**config.mk**
```make
export PLATFORM = sky130hd
export DESIGN_NAME = mbox_crc_loader
export DESIGN_NICKNAME = d
export VERILOG_FILES = /design/src/rtl/mbox_pkg.sv /design/src/rtl/mbox_regfile.sv /design/src/rtl/mbox_crc16.sv /design/src/rtl/mbox_rdport.sv /design/src/rtl/mbox_crc_loader.sv
export SDC_FILE = /design/constraint.sdc
export NUM_CORES = 1
export LEC_CHECK = 0
export BUFFER_PORTS_ARGS = -buffer_cell sky130_fd_sc_hd__buf_2
export CAP_MARGIN = 40
export CORE_MARGIN = 2
export CORE_UTILIZATION = 63
export DETAILED_ROUTE_END_ITERATION = 6
export PLACE_DENSITY = 0.95
export RECOVER_POWER = 25
export SYNTH_ARGS = -nofsm -noshare
export SYNTH_HDL_FRONTEND = slang
export SYNTH_SLANG_ARGS = --single-unit
```
**constraint.sdc**
```tcl
create_clock -name clk -period 4.1 [get_ports clk]
set_input_delay 0.205 -clock clk [delete_from_list [all_inputs] [get_ports clk]]
set_output_delay 0.205 -clock clk [all_outputs]
set_load 0.01 [all_outputs]
```
**src/rtl/mbox_pkg.sv**
```systemverilog
package mbox_pkg;
  // register indices relative to the block base
  localparam int IDX_CTRL  = 0;
  localparam int IDX_CRC   = 1;
  localparam int IDX_PTR_H = 2;
  localparam int IDX_PTR_L = 3;
  localparam int IDX_DAT_H = 4;
  localparam int IDX_DAT_L = 5;

  // control bit positions
  localparam int BIT_EXEC  = 15;
  localparam int BIT_WRITE = 14;
  localparam int BIT_CLR   = 12;
  localparam int BIT_BUSY  = 8;

  localparam logic [15:0] CRC_POLY = 16'h1021;

  // fold one byte into a non-reflected CRC-16
  function automatic logic [15:0] crc16_byte(input logic [15:0] c, input logic [7:0] b);
    logic [15:0] r;
    r = c ^ {b, 8'h00};
    for (int i = 0; i < 8; i++) begin
      r = r[15] ? ((r << 1) ^ CRC_POLY) : (r << 1);
    end
    return r;
  endfunction
endpackage

```
**src/rtl/mbox_regfile.sv**
```systemverilog
module mbox_regfile
  import mbox_pkg::*;
#(
  parameter int REG_AW = 16,
  parameter int DW     = 16,
  parameter int BASE   = 'h200
) (
  input  logic              clk,
  input  logic              rst_n,
  input  logic              wr_en,
  input  logic [REG_AW-1:0] wr_sel,
  input  logic [DW-1:0]     wr_data,
  input  logic              advance,
  output logic [2*DW-1:0]   ptr,
  output logic [2*DW-1:0]   staged,
  output logic [DW-1:0]     ctrl_q
);
  localparam logic [REG_AW-1:0] A_CTRL  = REG_AW'(BASE + IDX_CTRL);
  localparam logic [REG_AW-1:0] A_PTR_H = REG_AW'(BASE + IDX_PTR_H);
  localparam logic [REG_AW-1:0] A_PTR_L = REG_AW'(BASE + IDX_PTR_L);
  localparam logic [REG_AW-1:0] A_DAT_H = REG_AW'(BASE + IDX_DAT_H);
  localparam logic [REG_AW-1:0] A_DAT_L = REG_AW'(BASE + IDX_DAT_L);
  localparam logic [DW-1:0]     LOW_KEEP = {{(DW-2){1'b1}}, 2'b00};
  localparam logic [2*DW-1:0]   STEP     = (2*DW)'(4);

  logic [2*DW-1:0] ptr_d, staged_d;
  logic [DW-1:0]   ctrl_d;

  always_comb begin
    ptr_d    = ptr;
    staged_d = staged;
    ctrl_d   = ctrl_q;
    if (advance) ptr_d = ptr + STEP;
    if (wr_en) begin
      if (wr_sel == A_PTR_H) ptr_d[2*DW-1:DW]    = wr_data;
      if (wr_sel == A_PTR_L) ptr_d[DW-1:0]       = wr_data & LOW_KEEP;
      if (wr_sel == A_DAT_H) staged_d[2*DW-1:DW] = wr_data;
      if (wr_sel == A_DAT_L) staged_d[DW-1:0]    = wr_data;
      if (wr_sel == A_CTRL)  ctrl_d              = wr_data;
    end
  end

  always_ff @(posedge clk or negedge rst_n) begin
    if (!rst_n) begin
      ptr    <= '0;
      staged <= '0;
      ctrl_q <= '0;
    end else begin
      ptr    <= ptr_d;
      staged <= staged_d;
      ctrl_q <= ctrl_d;
    end
  end


  ptr_aligned_chk: assert property (@(posedge clk) disable iff (!rst_n) ptr[1:0] == 2'b00);
endmodule

```
**src/rtl/mbox_crc16.sv**
```systemverilog
module mbox_crc16
  import mbox_pkg::*;
#(
  parameter int WORD_W = 32
) (
  input  logic              clk,
  input  logic              rst_n,
  input  logic              clr,
  input  logic              start,
  input  logic [WORD_W-1:0] word,
  output logic [15:0]       crc,
  output logic              busy
);
  localparam int NBYTES = WORD_W / 8;
  localparam int CW     = (NBYTES > 1) ? $clog2(NBYTES) : 1;
  localparam logic [CW-1:0] LAST = CW'(NBYTES - 1);

  logic [WORD_W-1:0] sh_q, sh_d;
  logic [CW-1:0]     cnt_q, cnt_d;
  logic [15:0]       crc_d;
  logic              busy_d;

  always_comb begin
    crc_d  = crc;
    sh_d   = sh_q;
    cnt_d  = cnt_q;
    busy_d = busy;
    if (clr) crc_d = '0;
    if (busy) begin
      crc_d = crc16_byte(crc, sh_q[WORD_W-1 -: 8]);
      sh_d  = sh_q << 8;
      cnt_d = cnt_q + 1'b1;
      if (cnt_q == LAST) busy_d = 1'b0;
    end else if (start) begin
      sh_d   = word;
      cnt_d  = '0;
      busy_d = 1'b1;
    end
  end

  always_ff @(posedge clk or negedge rst_n) begin
    if (!rst_n) begin
      crc   <= '0;
      sh_q  <= '0;
      cnt_q <= '0;
      busy  <= 1'b0;
    end else begin
      crc   <= crc_d;
      sh_q  <= sh_d;
      cnt_q <= cnt_d;
      busy  <= busy_d;
    end
  end

  // an idle engine keeps its accumulator unless cleared

  crc_hold_chk: assert property (@(posedge clk) disable iff (!rst_n)
    (!busy && !clr) |=> (crc == $past(crc)));
endmodule

```
**src/rtl/mbox_rdport.sv**
```systemverilog
module mbox_rdport
  import mbox_pkg::*;
#(
  parameter int REG_AW = 16,
  parameter int DW     = 16,
  parameter int BASE   = 'h200
) (
  input  logic              clk,
  input  logic              rst_n,
  input  logic              rd_en,
  input  logic [REG_AW-1:0] rd_sel,
  input  logic [2*DW-1:0]   ptr,
  input  logic [2*DW-1:0]   staged,
  input  logic [DW-1:0]     ctrl_q,
  input  logic [15:0]       crc,
  input  logic              busy,
  output logic [DW-1:0]     rd_data
);
  localparam logic [REG_AW-1:0] A_CTRL  = REG_AW'(BASE + IDX_CTRL);
  localparam logic [REG_AW-1:0] A_CRC   = REG_AW'(BASE + IDX_CRC);
  localparam logic [REG_AW-1:0] A_PTR_H = REG_AW'(BASE + IDX_PTR_H);
  localparam logic [REG_AW-1:0] A_PTR_L = REG_AW'(BASE + IDX_PTR_L);
  localparam logic [REG_AW-1:0] A_DAT_H = REG_AW'(BASE + IDX_DAT_H);
  localparam logic [REG_AW-1:0] A_DAT_L = REG_AW'(BASE + IDX_DAT_L);

  logic [DW-1:0] rd_d, ctrl_view;

  always_comb begin
    ctrl_view           = ctrl_q;
    ctrl_view[BIT_BUSY] = busy;
    rd_d = rd_data;
    if (rd_en) begin
      case (rd_sel)
        A_CTRL:  rd_d = ctrl_view;
        A_CRC:   rd_d = DW'(crc);
        A_PTR_H: rd_d = ptr[2*DW-1:DW];
        A_PTR_L: rd_d = ptr[DW-1:0];
        A_DAT_H: rd_d = staged[2*DW-1:DW];
        A_DAT_L: rd_d = staged[DW-1:0];
        default: rd_d = '0;
      endcase
    end
  end

  always_ff @(posedge clk or negedge rst_n) begin
    if (!rst_n) rd_data <= '0;
    else        rd_data <= rd_d;
  end
endmodule

```
**src/rtl/mbox_crc_loader.sv**
```systemverilog
module mbox_crc_loader
  import mbox_pkg::*;
#(
  parameter int REG_AW = 16,
  parameter int DW     = 16,
  parameter int BASE   = 'h200
) (
  input  logic              clk,
  input  logic              rst_n,
  input  logic [REG_AW-1:0] reg_sel,
  input  logic              reg_wr,
  input  logic              reg_rd,
  input  logic [DW-1:0]     reg_wdata,
  output logic [DW-1:0]     reg_rdata,
  output logic              mem_we,
  output logic [2*DW-1:0]   mem_addr,
  output logic [2*DW-1:0]   mem_wdata
);
  localparam int WW     = 2 * DW;
  localparam int NBYTES = WW / 8;
  localparam int RUNW   = $clog2(NBYTES) + 2;
  localparam logic [REG_AW-1:0] A_CTRL = REG_AW'(BASE + IDX_CTRL);

  logic [WW-1:0] ptr, staged;
  logic [DW-1:0] ctrl_q;
  logic [15:0]   crc;
  logic          busy;
  logic          ctrl_wr, exec_req, clr_req, commit, clr_ok;

  assign ctrl_wr  = reg_wr && (reg_sel == A_CTRL);
  assign exec_req = ctrl_wr && reg_wdata[BIT_EXEC] && reg_wdata[BIT_WRITE];
  assign clr_req  = ctrl_wr && reg_wdata[BIT_CLR];
  assign commit   = exec_req && !busy;
  assign clr_ok   = clr_req && !busy;

  mbox_regfile #(.REG_AW(REG_AW), .DW(DW), .BASE(BASE)) u_regs (
    .clk(clk), .rst_n(rst_n), .wr_en(reg_wr), .wr_sel(reg_sel), .wr_data(reg_wdata),
    .advance(commit), .ptr(ptr), .staged(staged), .ctrl_q(ctrl_q)
  );

  mbox_crc16 #(.WORD_W(WW)) u_crc (
    .clk(clk), .rst_n(rst_n), .clr(clr_ok), .start(commit), .word(staged),
    .crc(crc), .busy(busy)
  );

  mbox_rdport #(.REG_AW(REG_AW), .DW(DW), .BASE(BASE)) u_rd (
    .clk(clk), .rst_n(rst_n), .rd_en(reg_rd), .rd_sel(reg_sel), .ptr(ptr),
    .staged(staged), .ctrl_q(ctrl_q), .crc(crc), .busy(busy), .rd_data(reg_rdata)
  );

  // commit stage: next state then register
  logic          we_d;
  logic [WW-1:0] addr_d, wdata_d;

  always_comb begin
    we_d    = commit;
    addr_d  = mem_addr;
    wdata_d = mem_wdata;
    if (commit) begin
      addr_d  = ptr;
      wdata_d = staged;
    end
  end

  always_ff @(posedge clk or negedge rst_n) begin
    if (!rst_n) begin
      mem_we    <= 1'b0;
      mem_addr  <= '0;
      mem_wdata <= '0;
    end else begin
      mem_we    <= we_d;
      mem_addr  <= addr_d;
      mem_wdata <= wdata_d;
    end
  end

  // busy-run counter for the window check
  logic [RUNW-1:0] run_q;
  always_ff @(posedge clk or negedge rst_n) begin
    if (!rst_n)    run_q <= '0;
    else if (busy) run_q <= run_q + 1'b1;
    else           run_q <= '0;
  end


  we_pulse_chk: assert property (@(posedge clk) disable iff (!rst_n) mem_we |=> !mem_we);

  we_busy_chk: assert property (@(posedge clk) disable iff (!rst_n) mem_we |-> busy);

  addr_aligned_chk: assert property (@(posedge clk) disable iff (!rst_n)
    mem_we |-> (mem_addr[1:0] == 2'b00));

  ptr_step_chk: assert property (@(posedge clk) disable iff (!rst_n)
    mem_we |-> (ptr == mem_addr + WW'(4)));

  crc_clear_chk: assert property (@(posedge clk) disable iff (!rst_n) clr_ok |=> (crc == 16'h0000));

  busy_len_chk: assert property (@(posedge clk) disable iff (!rst_n)
    $fell(busy) |-> (run_q == RUNW'(NBYTES)));

  busy_drop_chk: assert property (@(posedge clk) disable iff (!rst_n)
    (busy && exec_req) |=> !mem_we);
endmodule

```
==> flow_metrics.py, run 1 <==
metrics = {
    "synth": {
        "avg_cell_area_syn_um2": 11.9,
        "syn-instance-count": 785,
        "synth.cell_area_mm2": 0.00937,
        "largest_area_contributor_in_the_netlist": "sky130_fd_sc_hd__dfrtp_1",
        "synth.ff_latch_count": 207,
        "synth_top_area_share_pct": 55.3,
        "postSynth.topFlopCell": "sky130_fd_sc_hd__dfrtp_1",
        "synth-warning-count": 0,
        "synth-async-reset-ratio_pct": 100,
        "count_of_unique_library_cells_instantiated_by_yosys": 49,
        "number_of_enable_flip_flop_cells_after_synthesis": 0,
        "synth_sequential_area_ratio_pct": 55.3,
        "top_area_cells_in_the_synthesized_netlist": "sky130_fd_sc_hd__dfrtp_1 (55%), sky130_fd_sc_hd__mux2_2 (13%), sky130_fd_sc_hd__xnor2_1 (3.3%), sky130_fd_sc_hd__a22o_1 (2.9%), sky130_fd_sc_hd__mux2i_1 (2.9%)",
    },
    "critical_path": {
        "rr_worst_depth": 6,
        "regToRegSetupSlack_ns": 1.60,
        "regToRegStartpoint": "u_regs.ptr[11]$_DFF_PN0_",
        "data_arrival_time_at_the_worst_slack_endpoint_ns": 2.89,
        "worstReg2RegEnd": "u_regs.ptr[31]$_DFF_PN0_",
        "worst_setup_path_end_kind": "register",
        "worst-endpoint-required_ns": 4.48,
        "worstSetupStartpointType": "input port",
        "criticalPathCategory": "in -> reg",
        "crit_fanout": 42,
    },
    "floorplan": {
        "design.die.area_mm2": 0.0159,
        "die_width_um": 126,
        "initial_utilization_pct": 64.5,
        "die_height_um": 126,
        "fp-row-count": 44,
        "boundaryPins": 117,
        "design.core.area_mm2": 0.0145,
    },
    "clock_tree": {
        "cts_inserted_buffers": 20,
        "postCtsSetupBuffers": 0,
        "clkTransAtPathRegs_ns": 0.06,
        "ctsHtreeMaxLevel": 1,
        "cts_sinks": 207,
        "cts_root_buf": "sky130_fd_sc_hd__clkbuf_16",
        "clk-insertion-delay-late_ns": 0.50,
        "cts-hold-fix-buffers": 2,
        "cts.path.max_buffers": 3,
        "cts_repair_resize_count": 0,
        "cts_tree": "done",
    },
    "final_layout": {
        "layout-area-overhead-vs-synth_pct": 13.2,
        "final_cell_mix": "sky130_fd_sc_hd__dfrtp_1 (206), sky130_fd_sc_hd__mux2_2 (111), sky130_fd_sc_hd__buf_2 (84)",
        "n_antenna_cell": 0,
        "most_common_library_cell_in_the_layout_ignoring_fill_and_taps": "sky130_fd_sc_hd__dfrtp_1",
        "drive_gt1_share_pct": 27.3,
        "utilization_pct": 73.0,
        "layout.nets": 919,
    },
    "sta": {
        "max_slew_margin_pct": -57.7,
        "tightestPinTransition_ns": 2.37,
        "setup_repair_after_global_routing_missed_its_margin": "false",
        "setup_total_negative_slack_ns": 0,
        "max_freq_mhz": 398,
        "final.setup.worst_slack_ns": 1.59,
        "timing_max_transition_violations_final": 95,
        "fin_skew_ns": 0.00869,
        "report.final.setup_viol": 0,
        "final.period_utilization_pct": 61.3,
        "min_period_ns": 2.51,
        "final-hold-violation-count": 0,
    },
    "global_routing": {
        "grt_antenna_before_repair": 0,
        "first_global_vias": 7195,
        "global_route_wire_length_before_repair_um": 40300,
        "pin_count_of_the_biggest_net_entering_global_routing": 114,
        "grt_overflow_total": 0,
        "grt.total_usage_pct": 32.4,
    },
    "place": {
        "dpl.hpwl_um": 16400,
        "portBuffers": 114,
        "finalWeightedCongestion": 0.910,
        "setup_slack_placement_ns": 1.10,
    },
    "detailed_routing": {
        "avgViaCountPerCell": 6.68,
        "num_vias": 7191,
        "drcViolationCount": 1,
        "detail_route.wirelength_um": 25500,
        "first_iter_violations": 926,
        "routed_wire_length_per_instance_um": 23.7,
        "antenna_left": 0,
        "dr.pass1.iters": 7,
    },
    "min_path": {
        "min-delay-path-class": "in -> reg",
        "whs_endpoint": "u_regs.ptr[9]$_DFF_PN0_",
        "min_from": "reg_wdata[9]",
        "worstHoldPathCells": 3,
    },
    "power_and_ir_drop": {
        "power.density_mw_per_mm2": 382,
        "cellLeakagePower_nw": 5.08,
        "max-vdd-ir-drop_uv": 222,
    },
    "flow_run": {
        "max_cap_viol_count": 1,
    },
    "status": {
        "failing_checks": "design-rule violations, max-capacitance violations, max-slew violations",
        "run_status": "finished, violations left",
    },
}
-- state kept, by name (all words and copies together), names as in the netlist --
name / count
u_regs.ctrl_q: 15
u_rd.rd_data: 16
u_crc.crc: 16
mem_addr: 30
u_regs.staged: 32
u_regs.ptr: 30
u_crc.busy: 1
u_crc.cnt_q: 2
mem_wdata: 32
mem_we: 1
u_crc.sh_q: 32
-- critical path: stages --
cell,delay (ns)
sky130_fd_sc_hd__buf_2,0.10
sky130_fd_sc_hd__or4_4,0.55
sky130_fd_sc_hd__nor3_2,0.60
sky130_fd_sc_hd__nand2_2,0.15
sky130_fd_sc_hd__nor2_4,0.15
sky130_fd_sc_hd__buf_4,0.46
sky130_fd_sc_hd__mux2_2,0.39
sky130_fd_sc_hd__mux2_2,0.26
-- report_power, final --
part,switching [W],internal (W)
Sequential,0.00000972,0.00205
Combinational,0.0000903,0.0000326
Clock,0.000758,0.00111
Total,0.000858,0.00319
-- through the flow --
step | power [W] | instances | hold slack (ns) | area [um^2]
after CTS | 0.00405 | 1077 | 0.0128 | 10700
after detailed placement | 0.00222 | 1041 | 0.326 | 9980
after global placement | 0.00222 | 1039 | 0.321 | 9960
after global routing | 0.00415 | 1077 | 0.0303 | 10600
after floorplan | 0.00213 | 786 | -0.0906 | 9380
final | 0.00405 | 1077 | 0.0200 | 10600
-- cell usage after synthesis (all sizes together) (2+ instances only) --
cell type	number
or3	3
nor2b	3
inv	7
nor4	9
xor2	18
nor3	11
a22oi	15
a31oi	13
nand3	11
nand2	74
ha	2
nand4	8
dfrtp	207
a221oi	13
o21ai	40
or4	2
mux2	111
buf	31
a22o	31
nor2	40
and3	8
nand2b	2
mux2i	27
or2	2
a21oi	28
and2	5
xnor2	35
clkbuf	20
and4	2
-- cells by family (layout without fill, tap and decap cells) --
group           after synthesis  count (layout)  synth area share (%)
other cells                   1               2                0.0400
flops                       207             207                  55.3
fa+ha+maj                     2               2                 0.267
xor+xnor                     53              53                  4.95
buf+inv                      58             165                  3.39
mux                         139             139                  16.5
simple gates                183             183                  9.58
compound gates              142             142                  10.0
-- per-layer routing --
layer	routed length (um)	share of wire, %	vias to the layer above	track usage [%]
li1	-	-	2999	-
met1	9390	37	3502	42.9
met2	12000	47	543	51.5
met3	2670	10	147	6.41
met4	1440	5.6	0	16.2
met5	0	0	-	0
-- worst max-delay path by stage --
stage               slack, ns                        to        start
global route             1.10      u_crc.busy$_DFF_PN0_        rst_n
CTS                      1.58   u_regs.ptr[3]$_DFF_PN0_  reg_sel[11]
finish                   1.59   u_regs.ptr[3]$_DFF_PN0_  reg_sel[11]
detailed placement       1.10   u_regs.ptr[3]$_DFF_PN0_  reg_sel[11]
global placement         1.22   u_regs.ptr[3]$_DFF_PN0_  reg_sel[11]
floorplan                1.94  mem_addr[10]$_DFFE_PN0N_   reg_sel[8]
-- cell type report --
| class | count | area [um^2] |
|---|---|---|
| flip-flops and latches | 207 | 5180 |
| clock buffers | 33 | 631 |
| inverters | 7 | 26.3 |
| clock inverters | 1 | 30.0 |
| fillers | 906 | 3920 |
| well taps | 184 | 230 |
| multi-input cells | 521 | 3890 |
| repair buffers | 124 | 627 |
Power figures use the tool's default switching activity.
==> run 2: changes to the inputs <==
CORE_UTILIZATION = 52   (was 63)
PLACE_DENSITY = 0.87   (was 0.95)
clock period = 2.2 ns   (was 4.1 ns; I/O delays follow)
==> run 2 against run 1 <==
Effect of this change:
- the flow now finishes without violations
- worst hold slack improved by 0.018 ns
- design area increased by 5.6%
- core utilization is 10 points lower
- clock power increased by 77%
- first-iteration DRC count is 11% lower
- wire length shrank 2.2%
==> flow_metrics.py, run 2 (synthesis results as in run 1) <==
metrics = {
    "final_layout": {
        "layout-area-overhead-vs-synth_pct": 19.6,
        "most_common_library_cell_in_the_layout_ignoring_fill_and_taps": "sky130_fd_sc_hd__dfrtp_1",
        "utilization_pct": 62.8,
        "registers_with_the_most_flip_flops": "mem_wdata (32), u_crc.sh_q (32), u_regs.staged (32)",
        "n_antenna_cell": 0,
        "drive_gt1_share_pct": 33.2,
        "layout.nets": 975,
        "final_cell_mix": "sky130_fd_sc_hd__dfrtp_1 (206), sky130_fd_sc_hd__buf_2 (113), sky130_fd_sc_hd__mux2_2 (111)",
        "fillerInstances": 1325,
    },
    "sta": {
        "min_period_ns": 2.03,
        "final-hold-violation-count": 0,
        "final.period_utilization_pct": 92.2,
        "setup_repair_after_global_routing_missed_its_margin": "false",
        "tightestPinTransition_ns": 1.18,
        "timing_max_transition_violations_final": 0,
        "max_freq_mhz": 493,
        "report.final.setup_viol": 0,
        "fin_skew_ns": 0.00921,
        "max_slew_margin_pct": 21.3,
    },
    "power_and_ir_drop": {
        "power.share.combinational_pct": 3.6,
        "switchingPower_w": 0.00165,
        "cell_internal_pwr_w": 0.00576,
        "share_of_power_burned_in_registers_pct": 51.9,
        "power.total_w": 0.00741,
        "max-vdd-ir-drop_uv": 443,
        "clock_power_share_pct": 44.5,
        "power.density_mw_per_mm2": 661,
        "power.switching_fraction_pct": 22.3,
        "cellLeakagePower_nw": 5.49,
    },
    "clock_tree": {
        "postCtsSetupBuffers": 0,
        "clk-insertion-delay-late_ns": 0.51,
        "ctsHtreeMaxLevel": 1,
        "cts_repair_resize_count": 0,
        "cts_sinks": 207,
        "cts_root_buf": "sky130_fd_sc_hd__clkbuf_16",
        "cts.path.max_buffers": 3,
        "cts_inserted_buffers": 21,
        "cts-hold-fix-buffers": 18,
        "cts_tree": "done",
        "clkTransAtPathRegs_ns": 0.06,
    },
    "global_routing": {
        "grt.total_usage_pct": 26.1,
        "first_global_vias": 7096,
        "global_route_wire_length_before_repair_um": 40000,
        "grt_overflow_total": 0,
        "pin_count_of_the_biggest_net_entering_global_routing": 85,
        "grt_antenna_before_repair": 0,
    },
    "critical_path": {
        "regToRegSetupSlack_ns": 0.17,
        "criticalPathCategory": "reg -> reg",
        "data_arrival_time_at_the_worst_slack_endpoint_ns": 2.41,
        "worstSetupStartpointType": "register",
        "worst-endpoint-required_ns": 2.58,
        "crit_fanout": 5,
        "worst_setup_path_end_kind": "register",
    },
    "place": {
        "portBuffers": 114,
        "finalWeightedCongestion": 0.927,
        "dpl.hpwl_um": 17100,
    },
    "floorplan": {
        "design.core.area_mm2": 0.0178,
        "design.die.area_mm2": 0.0191,
        "fp-row-count": 49,
        "die_width_um": 138,
        "die_height_um": 138,
        "boundaryPins": 117,
        "initial_utilization_pct": 52.5,
    },
    "detailed_routing": {
        "drcViolationCount": 0,
        "first_iter_violations": 828,
        "detail_route.wirelength_um": 24900,
        "antenna_left": 0,
        "num_vias": 7167,
        "dr.pass1.iters": 5,
        "avgViaCountPerCell": 6.09,
        "routed_wire_length_per_instance_um": 21.2,
    },
    "min_path": {
        "min-delay-path-class": "in -> reg",
    },
    "status": {
        "run_status": "completed",
    },
    "flow_run": {
        "max_cap_viol_count": 0,
    },
}
==> run 2: cell types whose count changed in the layout (fill, tap and decap cells not counted) <==
cell and change:
sky130_fd_sc_hd__buf_12 +8, sky130_fd_sc_hd__buf_2 +29, sky130_fd_sc_hd__buf_4 +29, sky130_fd_sc_hd__bufinv_16 -1
sky130_fd_sc_hd__clkbuf_1 -32, sky130_fd_sc_hd__clkbuf_2 +1, sky130_fd_sc_hd__clkbuf_4 +1, sky130_fd_sc_hd__clkbuf_8 -3
sky130_fd_sc_hd__clkinv_2 +4, sky130_fd_sc_hd__clkinv_4 +1, sky130_fd_sc_hd__dlygate4sd3_1 +16, sky130_fd_sc_hd__inv_6 +1
==> run 2: path summary, 6_finish.rpt <==
check / cells past startpoint / endpoint / startpoint
max: 6 / u_regs.ptr[31]$_DFF_PN0_ / u_regs.ptr[22]$_DFF_PN0_
max reg2reg: 6 / u_regs.ptr[31]$_DFF_PN0_ / u_regs.ptr[22]$_DFF_PN0_
max in group asynchronous: 3 / u_rd.rd_data[9]$_DFFE_PN0P_ / rst_n
min reg2reg: 2 / u_crc.sh_q[21]$_DFFE_PN0P_ / u_crc.sh_q[13]$_DFFE_PN0P_
min: 4 / u_rd.rd_data[5]$_DFFE_PN0P_ / reg_sel[3]
min in group asynchronous: 2 / u_crc.sh_q[31]$_DFFE_PN0P_ / rst_n
==> run 2: cell type report <==
cell class / count / area [um^2] / share of cell area (%)
tap: 229 / 287 / 2.56
multi-input combinational: 521 / 3890 / 34.7
clock buffer: 27 / 578 / 5.16
inverter: 7 / 26.3 / 0.234
clock inverter: 6 / 37.5 / 0.335
sequential: 207 / 5180 / 46.2
timing repair buffer: 179 / 1210 / 10.8
==> run 2: layer usage <==
metal | vias up | share of wire (%) | track usage, %
met5 | - | 0 | 0
met4 | 0 | 3.2 | 8.43
met3 | 75 | 7.9 | 3.84
met2 | 400 | 48 | 41.6
met1 | 3591 | 41 | 37.3
li1 | 3101 | - | -
==> run 2: power groups by stage <==
stage          sequential, W  combinational, W  clock (W)
2_1_floorplan        0.00392         0.0000526          0
6_report             0.00385          0.000263    0.00330
5_1_grt              0.00384          0.000292    0.00348
3_3_place_gp         0.00391          0.000241          0
3_5_place_dp         0.00391          0.000246          0
4_1_cts              0.00384          0.000273    0.00333
==> run 2: worst max-delay path, cell delays in order, from the launching register on <==
cell	delay (ns)
sky130_fd_sc_hd__dfrtp_1	0.37
sky130_fd_sc_hd__nand3_1	0.16
sky130_fd_sc_hd__or3_1	0.40
sky130_fd_sc_hd__or2_1	0.32
sky130_fd_sc_hd__nor4_1	0.39
sky130_fd_sc_hd__xnor2_1	0.17
sky130_fd_sc_hd__a21oi_1	0.09
==> run 2: stage by stage <==
stage	setup TNS [ns]	worst slack [ns]	hold WS, ns	area, um^2	std cells
after floorplan	0	0.140	-0.186	9380	786
after global placement	0	0.000190	0.212	10500	1125
after detailed placement	-0.180	-0.0505	0.219	10500	1125
after CTS	0	0.241	0.0348	11200	1176
after global routing	0	0.0464	0.103	11200	1176
final	0	0.172	0.0378	11200	1176
==> run 3: changes to the inputs <==
CORE_MARGIN = 1   (was 2)
==> run 3 against run 2 <==
Effect of this change:
- wire length rose by 3.3%
- design area up 1.6%
- core utilization up 2.3 points
- critical path type unchanged
==> flow_metrics.py, run 3 (synthesis results as in run 1) <==
metrics = {
    "global_routing": {
        "grt_antenna_before_repair": 0,
        "groute.layer.met1.usage_pct": 38.1,
        "grt.busiest_layer": "met2",
        "first_global_vias": 7217,
        "met3_demand_to_capacity_share_in_global_routing_pct": 5.11,
        "global_route_wire_length_before_repair_um": 40300,
        "pin_count_of_the_biggest_net_entering_global_routing": 79,
        "grt.total_usage_pct": 28.7,
        "grt_util_met2_pct": 44.9,
        "grt_overflow_total": 0,
    },
    "sta": {
        "min_period_ns": 2.08,
        "setup_repair_after_global_routing_missed_its_margin": "false",
        "tightestPinTransition_ns": 1.01,
        "hold_slack_ns": 0.0346,
        "max_slew_margin_pct": 32.4,
        "fin_skew_ns": 0.0105,
        "timing_max_transition_violations_final": 0,
        "max_freq_mhz": 481,
        "report.final.setup_viol": 0,
        "final-hold-violation-count": 0,
        "final.period_utilization_pct": 94.5,
    },
    "power_and_ir_drop": {
        "cellLeakagePower_nw": 5.58,
        "switchingPower_w": 0.00170,
        "share_of_power_burned_in_registers_pct": 47.7,
        "power.density_mw_per_mm2": 708,
        "power.switching_fraction_pct": 21.1,
        "cell_internal_pwr_w": 0.00636,
        "power.share.combinational_pct": 3.3,
        "clock_power_share_pct": 49.0,
        "power.total_w": 0.00806,
        "max-vdd-ir-drop_uv": 453,
    },
    "clock_tree": {
        "cts_inserted_buffers": 22,
        "cts_sinks": 207,
        "ctsHtreeMaxLevel": 1,
        "cts_tree": "done",
        "cts_root_buf": "sky130_fd_sc_hd__clkbuf_16",
        "clkTransAtPathRegs_ns": 0.06,
        "clk-insertion-delay-late_ns": 0.51,
        "cts.path.max_buffers": 3,
    },
    "critical_path": {
        "crit_fanout": 11,
        "worst_setup_path_end_kind": "register",
        "data_arrival_time_at_the_worst_slack_endpoint_ns": 2.47,
        "worstSetupStartpointType": "register",
        "criticalPathCategory": "reg -> reg",
        "worst-endpoint-required_ns": 2.59,
    },
    "place": {
        "finalWeightedCongestion": 0.908,
        "dpl.hpwl_um": 17200,
        "dpl_cell_area_mm2": 0.0105,
        "portBuffers": 114,
    },
    "final_layout": {
        "fillerInstances": 1191,
        "n_antenna_cell": 0,
        "finalInstanceArea_mm2": 0.0114,
        "registers_with_the_most_flip_flops": "mem_wdata (32), u_crc.sh_q (32), u_regs.staged (32)",
        "drive_gt1_share_pct": 33.9,
        "layout.nets": 981,
        "final_cell_mix": "sky130_fd_sc_hd__dfrtp_1 (206), sky130_fd_sc_hd__buf_2 (113), sky130_fd_sc_hd__mux2_2 (111)",
        "most_common_library_cell_in_the_layout_ignoring_fill_and_taps": "sky130_fd_sc_hd__dfrtp_1",
        "layout-area-overhead-vs-synth_pct": 21.5,
    },
    "detailed_routing": {
        "num_vias": 7350,
        "first_iter_violations": 774,
        "drcViolationCount": 0,
        "dr.pass1.iters": 7,
        "avgViaCountPerCell": 6.21,
        "antenna_left": 0,
        "routed_wire_length_per_instance_um": 21.8,
        "detail_route.wirelength_um": 25800,
    },
    "min_path": {
        "min-delay-path-class": "in -> reg",
    },
    "floorplan": {
        "die_width_um": 136,
        "design.die.area_mm2": 0.0186,
        "design.core.area_mm2": 0.0175,
        "fp-row-count": 48,
        "die_height_um": 136,
        "initial_utilization_pct": 53.6,
        "boundaryPins": 117,
    },
    "flow_run": {
        "max_cap_viol_count": 0,
    },
    "status": {
        "run_status": "completed",
    },
}
-- run 3: routing by layer --
metal  up-vias  wire (um)  part of all wire (%)
li1       3117          -                     -
met4         0       1290                   5.0
met5         -          0                     0
met2       497      12000                    47
met3       124       2290                   8.9
met1      3612      10200                    40
-- run 3: final cells by class --
type | count | area [um^2] | share of cell area (%)
clock buffer | 30 | 622 | 5.46
multi-input combinational | 521 | 3900 | 34.2
inverter | 7 | 26.3 | 0.231
timing repair buffer | 184 | 1230 | 10.8
clock inverter | 9 | 145 | 1.27
tap | 225 | 282 | 2.47
sequential | 207 | 5180 | 45.5
-- run 3: final timing paths --
| path | from | slack, ns | to | cells past startpoint |
|---|---|---|---|---|
| max in group asynchronous | rst_n | 0.56 | mem_addr[9]$_DFFE_PN0N_ | 3 |
| max | u_regs.ptr[8]$_DFF_PN0_ | 0.12 | u_regs.ptr[23]$_DFF_PN0_ | 5 |
| min reg2reg | u_crc.sh_q[8]$_DFFE_PN0P_ | 0.48 | u_crc.sh_q[16]$_DFFE_PN0P_ | 2 |
| min | reg_sel[3] | 0.03 | u_rd.rd_data[5]$_DFFE_PN0P_ | 4 |
| min in group asynchronous | rst_n | 0.19 | mem_wdata[2]$_DFFE_PN0N_ | 2 |
| max reg2reg | u_regs.ptr[8]$_DFF_PN0_ | 0.12 | u_regs.ptr[23]$_DFF_PN0_ | 5 |
-- run 3: power by group through the flow --
| stage | registers, W | logic (W) | clock network (W) |
|---|---|---|---|
| 6_report | 0.00385 | 0.000264 | 0.00395 |
| 5_1_grt | 0.00384 | 0.000291 | 0.00414 |
| 4_1_cts | 0.00384 | 0.000272 | 0.00398 |
| 3_5_place_dp | 0.00391 | 0.000245 | 0 |
| 3_3_place_gp | 0.00391 | 0.000240 | 0 |
| 2_1_floorplan | 0.00392 | 0.0000526 | 0 |
-- run 3: what timing repair did --
action,4_1_cts,5_1_grt
setup buffers,0,0
resized for setup,0,2
endpoints found under the setup margin,0,1
hold endpoints to repair,151,0
hold buffers,18,0
-- run 3: through the flow --
step                      instances  setup TNS [ns]  utilization, %  worst slack [ns]
after floorplan                 786               0               -             0.140
after global placement         1126        -0.00545            59.8          -0.00545
after detailed placement       1126           -3.49            59.8            -0.103
after CTS                      1183               0            65.3             0.193
after global routing           1183               0            65.2           0.00910
final                          1183               0            65.2             0.120
-- run 3: critical path: stages (launching register included) --
cell	delay [ns]
sky130_fd_sc_hd__dfrtp_1	0.47
sky130_fd_sc_hd__and3_1	0.23
sky130_fd_sc_hd__nand3_1	0.40
sky130_fd_sc_hd__nor4_1	0.59
sky130_fd_sc_hd__xnor2_1	0.17
sky130_fd_sc_hd__a21oi_1	0.09
